$ cat src/rtl/tmr_stat_pkg.sv
`timescale 1ns/1ps
package tmr_stat_pkg;
   localparam int unsigned STAT_W    = 8;
   localparam int unsigned B_ONE_SEC = 7;
   localparam int unsigned B_TWO_SEC = 6;
   localparam int unsigned B_S400    = 5;
   localparam int unsigned B_S8      = 4;
   localparam int unsigned B_ALIGN   = 3;
   localparam int unsigned B_KALIVE  = 2;
   localparam int unsigned B_TMR1    = 1;
   localparam int unsigned B_TMR2    = 0;

   typedef logic [STAT_W-1:0] stat_word_t;

   function automatic int unsigned cnt_width(input int unsigned limit);
      return (limit > 1) ? $clog2(limit + 1) : 1;
   endfunction
endpackage

$ cat src/rtl/tmr_heartbeat.sv
`timescale 1ns/1ps
module tmr_heartbeat #(
   parameter int unsigned HALF_MS = 500
) (
   input  logic clk,
   input  logic rst_n,
   input  logic tick,
   input  logic hold,
   output logic one_sec,
   output logic two_sec
);
   localparam int unsigned CW = (HALF_MS > 1) ? $clog2(HALF_MS) : 1;
   localparam logic [CW-1:0] LAST = CW'(HALF_MS - 1);

   logic [CW-1:0] ms_cnt;

   generate
      if (HALF_MS < 1) begin : g_bad
         $error("tmr_heartbeat: HALF_MS must be at least 1");
      end
   endgenerate

   always_ff @(posedge clk or negedge rst_n) begin
      if (!rst_n) begin
         ms_cnt  <= '0;
         one_sec <= 1'b0;
         two_sec <= 1'b0;
      end else if (tick && !hold) begin
         if (ms_cnt == LAST) begin
            ms_cnt  <= '0;
            one_sec <= ~one_sec;
            if (one_sec) begin
               two_sec <= ~two_sec;
            end
         end else begin
            ms_cnt <= ms_cnt + 1'b1;
         end
      end
   end
endmodule

$ cat src/rtl/tmr_crc_flags.sv
`timescale 1ns/1ps
module tmr_crc_flags (
   input  logic clk,
   input  logic rst_n,
   input  logic tick,
   input  logic aligned,
   input  logic mf_sync,
   input  logic s8_exp,
   input  logic s400_exp,
   output logic align_bit,
   output logic s8_bit,
   output logic s400_bit
);
   always_ff @(posedge clk or negedge rst_n) begin
      if (!rst_n) begin
         align_bit <= 1'b0;
      end else if (aligned && mf_sync) begin
         align_bit <= 1'b1;
      end else if (tick) begin
         align_bit <= ~align_bit;
      end
   end

   always_ff @(posedge clk or negedge rst_n) begin
      if (!rst_n) begin
         s8_bit   <= 1'b0;
         s400_bit <= 1'b0;
      end else begin
         if (s8_exp)   s8_bit   <= ~s8_bit;
         if (s400_exp) s400_bit <= ~s400_bit;
      end
   end
endmodule

$ cat src/rtl/tmr_persist.sv
`timescale 1ns/1ps
module tmr_persist
   import tmr_stat_pkg::*;
#(
   parameter int unsigned LIMIT = 100
) (
   input  logic clk,
   input  logic rst_n,
   input  logic tick,
   input  logic qual,
   output logic hit
);
   generate
      if (LIMIT < 1) begin : g_bad
         $error("tmr_persist: LIMIT must be at least 1");
      end else if (LIMIT == 1) begin : g_single
         logic done;
         always_ff @(posedge clk or negedge rst_n) begin
            if (!rst_n)     done <= 1'b0;
            else if (!qual) done <= 1'b0;
            else if (tick)  done <= 1'b1;
         end
         assign hit = tick && qual && !done;
      end else begin : g_count
         localparam int unsigned CW = cnt_width(LIMIT);
         localparam logic [CW-1:0] TOP  = CW'(LIMIT);
         localparam logic [CW-1:0] NEAR = CW'(LIMIT - 1);
         logic [CW-1:0] run;
         always_ff @(posedge clk or negedge rst_n) begin
            if (!rst_n)                  run <= '0;
            else if (!qual)              run <= '0;
            else if (tick && run != TOP) run <= run + 1'b1;
         end
         assign hit = tick && qual && (run == NEAR);
      end
   endgenerate
endmodule

$ cat src/rtl/e1_maint_timer_status.sv
`timescale 1ns/1ps
module e1_maint_timer_status
   import tmr_stat_pkg::*;
#(
   parameter int unsigned HALF_SEC_MS = 500,
   parameter int unsigned KA_MS       = 100,
   parameter int unsigned T1_MS       = 100,
   parameter int unsigned T2_MS       = 10
) (
   input  logic       clk,
   input  logic       rst_n,
   input  logic       ms_tick,
   input  logic       freerun,
   input  logic       frame_sync_ok,
   input  logic       nonnormal_frame,
   input  logic       ais_active,
   input  logic       crc_mf_aligned,
   input  logic       crc_mf_sync,
   input  logic       srch8_expire,
   input  logic       srch400_expire,
   output logic [7:0] tmr_status
);
   generate
      if (KA_MS < 1 || T1_MS < 1 || T2_MS < 1 || HALF_SEC_MS < 1) begin : g_bad
         $error("e1_maint_timer_status: all timer lengths must be at least 1");
      end
   endgenerate

   logic one_sec, two_sec, align_bit, s8_bit, s400_bit;
   logic ka_hit, t1_hit, t2_hit;
   logic klve_q, t1_q, t2_q;
   stat_word_t word;

   tmr_heartbeat #(.HALF_MS(HALF_SEC_MS)) u_hb (
      .clk(clk), .rst_n(rst_n), .tick(ms_tick), .hold(freerun),
      .one_sec(one_sec), .two_sec(two_sec)
   );

   tmr_crc_flags u_crc (
      .clk(clk), .rst_n(rst_n), .tick(ms_tick), .aligned(crc_mf_aligned),
      .mf_sync(crc_mf_sync), .s8_exp(srch8_expire), .s400_exp(srch400_expire),
      .align_bit(align_bit), .s8_bit(s8_bit), .s400_bit(s400_bit)
   );

   tmr_persist #(.LIMIT(KA_MS)) u_ka (
      .clk(clk), .rst_n(rst_n), .tick(ms_tick), .qual(ais_active), .hit(ka_hit)
   );

   tmr_persist #(.LIMIT(T1_MS)) u_t1 (
      .clk(clk), .rst_n(rst_n), .tick(ms_tick), .qual(!frame_sync_ok), .hit(t1_hit)
   );

   tmr_persist #(.LIMIT(T2_MS)) u_t2 (
      .clk(clk), .rst_n(rst_n), .tick(ms_tick),
      .qual(frame_sync_ok && !nonnormal_frame), .hit(t2_hit)
   );

   always_ff @(posedge clk or negedge rst_n) begin
      if (!rst_n) begin
         klve_q <= 1'b0;
         t1_q   <= 1'b0;
         t2_q   <= 1'b0;
      end else begin
         if (!ais_active)  klve_q <= 1'b0;
         else if (ka_hit)  klve_q <= 1'b1;

         if (t2_hit)       t1_q <= 1'b0;
         else if (t1_hit)  t1_q <= 1'b1;

         if (nonnormal_frame) t2_q <= 1'b0;
         else if (t2_hit)     t2_q <= 1'b1;
      end
   end

   always_comb begin
      word            = '0;
      word[B_ONE_SEC] = one_sec;
      word[B_TWO_SEC] = two_sec;
      word[B_S400]    = s400_bit;
      word[B_S8]      = s8_bit;
      word[B_ALIGN]   = align_bit;
      word[B_KALIVE]  = klve_q;
      word[B_TMR1]    = t1_q;
      word[B_TMR2]    = t2_q;
   end

   assign tmr_status = word;
endmodule

$ cat config.mk
export PLATFORM = sky130hd
export DESIGN_NAME = e1_maint_timer_status
export DESIGN_NICKNAME = d
export VERILOG_FILES = /design/src/rtl/tmr_stat_pkg.sv /design/src/rtl/tmr_heartbeat.sv /design/src/rtl/tmr_crc_flags.sv /design/src/rtl/tmr_persist.sv /design/src/rtl/e1_maint_timer_status.sv
export SDC_FILE = /design/constraint.sdc
export NUM_CORES = 1
export LEC_CHECK = 0
export CAP_MARGIN = 20
export CORE_ASPECT_RATIO = 0.8
export CORE_UTILIZATION = 44
export DETAILED_ROUTE_END_ITERATION = 16
export SLEW_MARGIN = 40
export SYNTH_ARGS = -nofsm -noshare
export SYNTH_HDL_FRONTEND = slang
export SYNTH_HIERARCHICAL = 1
export SYNTH_SLANG_ARGS = --single-unit
$ cat constraint.sdc
create_clock -name clk -period 2 [get_ports clk]
set_input_delay 0.2 -clock clk [delete_from_list [all_inputs] [get_ports clk]]
set_output_delay 0.2 -clock clk [all_outputs]
set_load 0.1 [all_outputs]
==> summary.md <==
| Metric | Value |
|---|---|
| Status | complete, no violations |
| Remaining global-route overflow | 0 |
| Dpl hpwl | 2.72 mm |
| CP max FO | 7 |
| PD cells | roughly 850 mW/mm^2 |
| Multi-input gate area | 946 um^2 |
| Final Skew | roughly 0.0030 ns |
| Slew margin rel. | 69.2% |
| Slew @ Worst Pin | 0.459 ns |
| Global-route wire length before repair | 6.20 mm |
| RSZ-0062 raised after global routing | false |
| Placement Rows | 21 |
| VDD IR-drop max | about 440 uV |
| Post-synthesis sequential area ratio | 45.0% |
| Most common cell after layout, fill and taps aside | dfrtp_1 |
| DRT Wirelength | ~3.7 mm |
| Filler cell count | 408 |
| Count of pins over their slew limit | 0 |
| Pwr Total | about 1900 uW |
| I/O pin count | 19 |
| Fin worst setup slack | 0.289 ns |
| Post-CTS sizing | 0 |
| Crit Path Class | register to register |
| Die width | 76.3 um |
| CP Launch Type | register |
| Total die area | 0.00469 mm^2 |
| Clock latency on the worst-skew pair | 0.28 ns |
| Crit. End Element | register |
| Post-layout util | 53.1% |
| Library cells used by synthesis | 37 |
| Hold WC Path Type | input pin to asynchronous set/reset pin |
| Syn Inst Count | 192 |
| Final hold violations | 0 |
| Pre-antenna DRT Iters | 4 |
| Largest net degree at the start of global routing | 36 |
| Sink Count | 35 |
| Avg Cell Area, Syn | 10.1 um^2 |
| Num CTS Buffers | 5 |
| Share of layout cells above drive strength 1 | approximately 14% |
| WL/cell | 13.8 um |
| DP Worst Slack | 0.116 ns |
| Total area of sequential cells | between 800 and 900 um^2 |
| Vias in the first global route | 1,396 |
| Port bufs | 18 |
| Setup bufs post-CTS | 0 |
| Fmax achieved | 584 MHz |
| Clk buf depth | 2 |
| Area Overhead vs Synth | 14.7% |
| Crit share post-route | approximately 86% |
| Routed vias/inst | ~5.4 |
| Crit path DAT | 1.85 ns |
| Detailed-route via count | 1,441 |
| Overall Global Routing Usage | 17.5% |
| Yosys warning total | 6 |
| Total of max-cap violations | 0 |
| Hold Slack | 0.332 ns |
| Root Buffer | clkbuf_8 |
| Core ar. | about 0.0042 mm^2 |
| Residual DRC | 0 |
| Syn Nets | 211 |
| Initial antenna violation count | 0 |
| Hold_buf cts | 0 |
| Post-synthesis register bit count | 35 |
| GPL Wtd Cong | between 0.7 and 0.8 |
| Depth of the CTS H-tree | 2 |
| Clk pin slew, worst setup/hold paths | 0.07 ns |
| Final setup vio count | 0 |
| Initial DRC Count | 84 |
| P_leak | approximately 0.001 uW |
| Die height | 61.5 um |
| WP data required | 2.14 ns |
| N_diodes | 0 |
| Most frequent cells in the layout | dfrtp_1, nand2_1, inv_1 |
| Crit path time final | about 1.7 ns |
| Remaining antenna violation count after routing | 0 |
| Nets | 229 |
| Mapped cell area | 0.00195 mm^2 |
| Final TNS setup | 0 ns |
| CTS tree | yes |
| Initial Utilization | 46.3% |
==> report_power, final <==
| group | leakage, uW | internal (uW) | switching [uW] |
|---|---|---|---|
| clock | 0.0000515 | 314 | 253 |
| combinational | 0.000474 | 127 | 322 |
| sequential | 0.000464 | 786 | 84.4 |
| total | 0.000990 | 1230 | 659 |
==> area by class of cell <==
cell class,count,share of cell area (%)
tap,57,3.20
multi-input combinational,132,42.4
sequential,35,39.2
inverter,15,2.52
clock buffer,8,4.48
timing repair buffer,21,8.18
==> final timing paths <==
check | startpoint | end | slack (ns) | cells past startpoint
max in group asynchronous | rst_n | u_t2/g_count.run[0] | 1.36 | 2
hold reg to reg | u_crc/s400_bit | u_crc/s400_bit | 0.47 | 1
setup / recovery | u_hb/ms_cnt[0] | u_hb/ms_cnt[6] | 0.29 | 4
setup reg to reg | u_hb/ms_cnt[0] | u_hb/ms_cnt[6] | 0.29 | 4
hold / removal | rst_n | klve_q | 0.33 | 2
min in group clk | crc_mf_sync | u_crc/align_bit | 0.45 | 3
==> flip-flops by register name (all words and copies together) (netlist names) <==
signal            cells
klve_q                1
t1_q                  1
t2_q                  1
u_crc/align_bit       1
u_crc/s400_bit        1
u_crc/s8_bit          1
u_hb/ms_cnt           9
u_hb/one_sec          1
u_hb/two_sec          1
u_ka/g_count.run      7
u_t1/g_count.run      7
u_t2/g_count.run      4
==> Yosys cell counts, drive strengths merged <==
master / n / area share (%)
nor2: 4 / 0.77
a31oi: 5 / 3.5
a21oi: 10 / 2.6
nand4b: 1 / 0.45
and4b: 2 / 1.2
buf: 10 / 3.5
or3: 6 / 1.9
inv: 15 / 2.9
o21a: 1 / 0.39
a21boi: 1 / 0.58
a211o: 1 / 0.45
mux2i: 8 / 4.1
nand3: 8 / 2.6
dfrtp: 35 / 45
xor2: 7 / 3.2
nor4: 2 / 1.4
o21ai: 10 / 2.6
and4bb: 2 / 1.3
o221ai: 1 / 0.45
nand3b: 2 / 0.77
nor2b: 2 / 0.64
and2: 3 / 0.96
or4b: 1 / 0.51
ha: 8 / 5.1
nand2: 25 / 4.8
nand2b: 4 / 1.3
or3b: 1 / 0.58
or4: 2 / 0.77
o31ai: 3 / 1.2
nand4: 7 / 2.3
xnor2: 3 / 1.4
o21ba: 2 / 1.0
==> worst max-delay path, stage by stage, from the launching register on <==
cell      delay, ns
dfrtp_1        0.41
ha_1           0.23
nand2_1        0.20
nor4_4         0.53
o221ai_1       0.19
==> metrics by stage <==
step	cell area, um^2	std cells
3_5_place_dp	2130	260
4_1_cts	2230	268
2_1_floorplan	1950	192
6_report	2230	268
5_1_grt	2230	268
3_3_place_gp	2130	260
==> logic make-up after synthesis <==
logic type	share of synthesized area [%]
AO/OA/AOI/OAI	12.7
XOR/XNOR	4.50
adder cells (fa/ha/maj)	5.14
buffers and inverters	6.37
flip-flops	45.0
multiplexers	4.12
AND/OR/NAND/NOR	22.2
==> layer usage <==
layer / part of all wire, % / routed length, um / track usage, % / up-vias
met1: 44 / 1640 / 21.2 / 708
met3: 3.9 / 145 / 5.33 / 7
met2: 50 / 1850 / 29.5 / 29
li1: - / - / - / 697
met4: 1.5 / 55 / 8.52 / 0
met5: 0 / 0 / 0 / -
(Power assumes the default switching activity.)
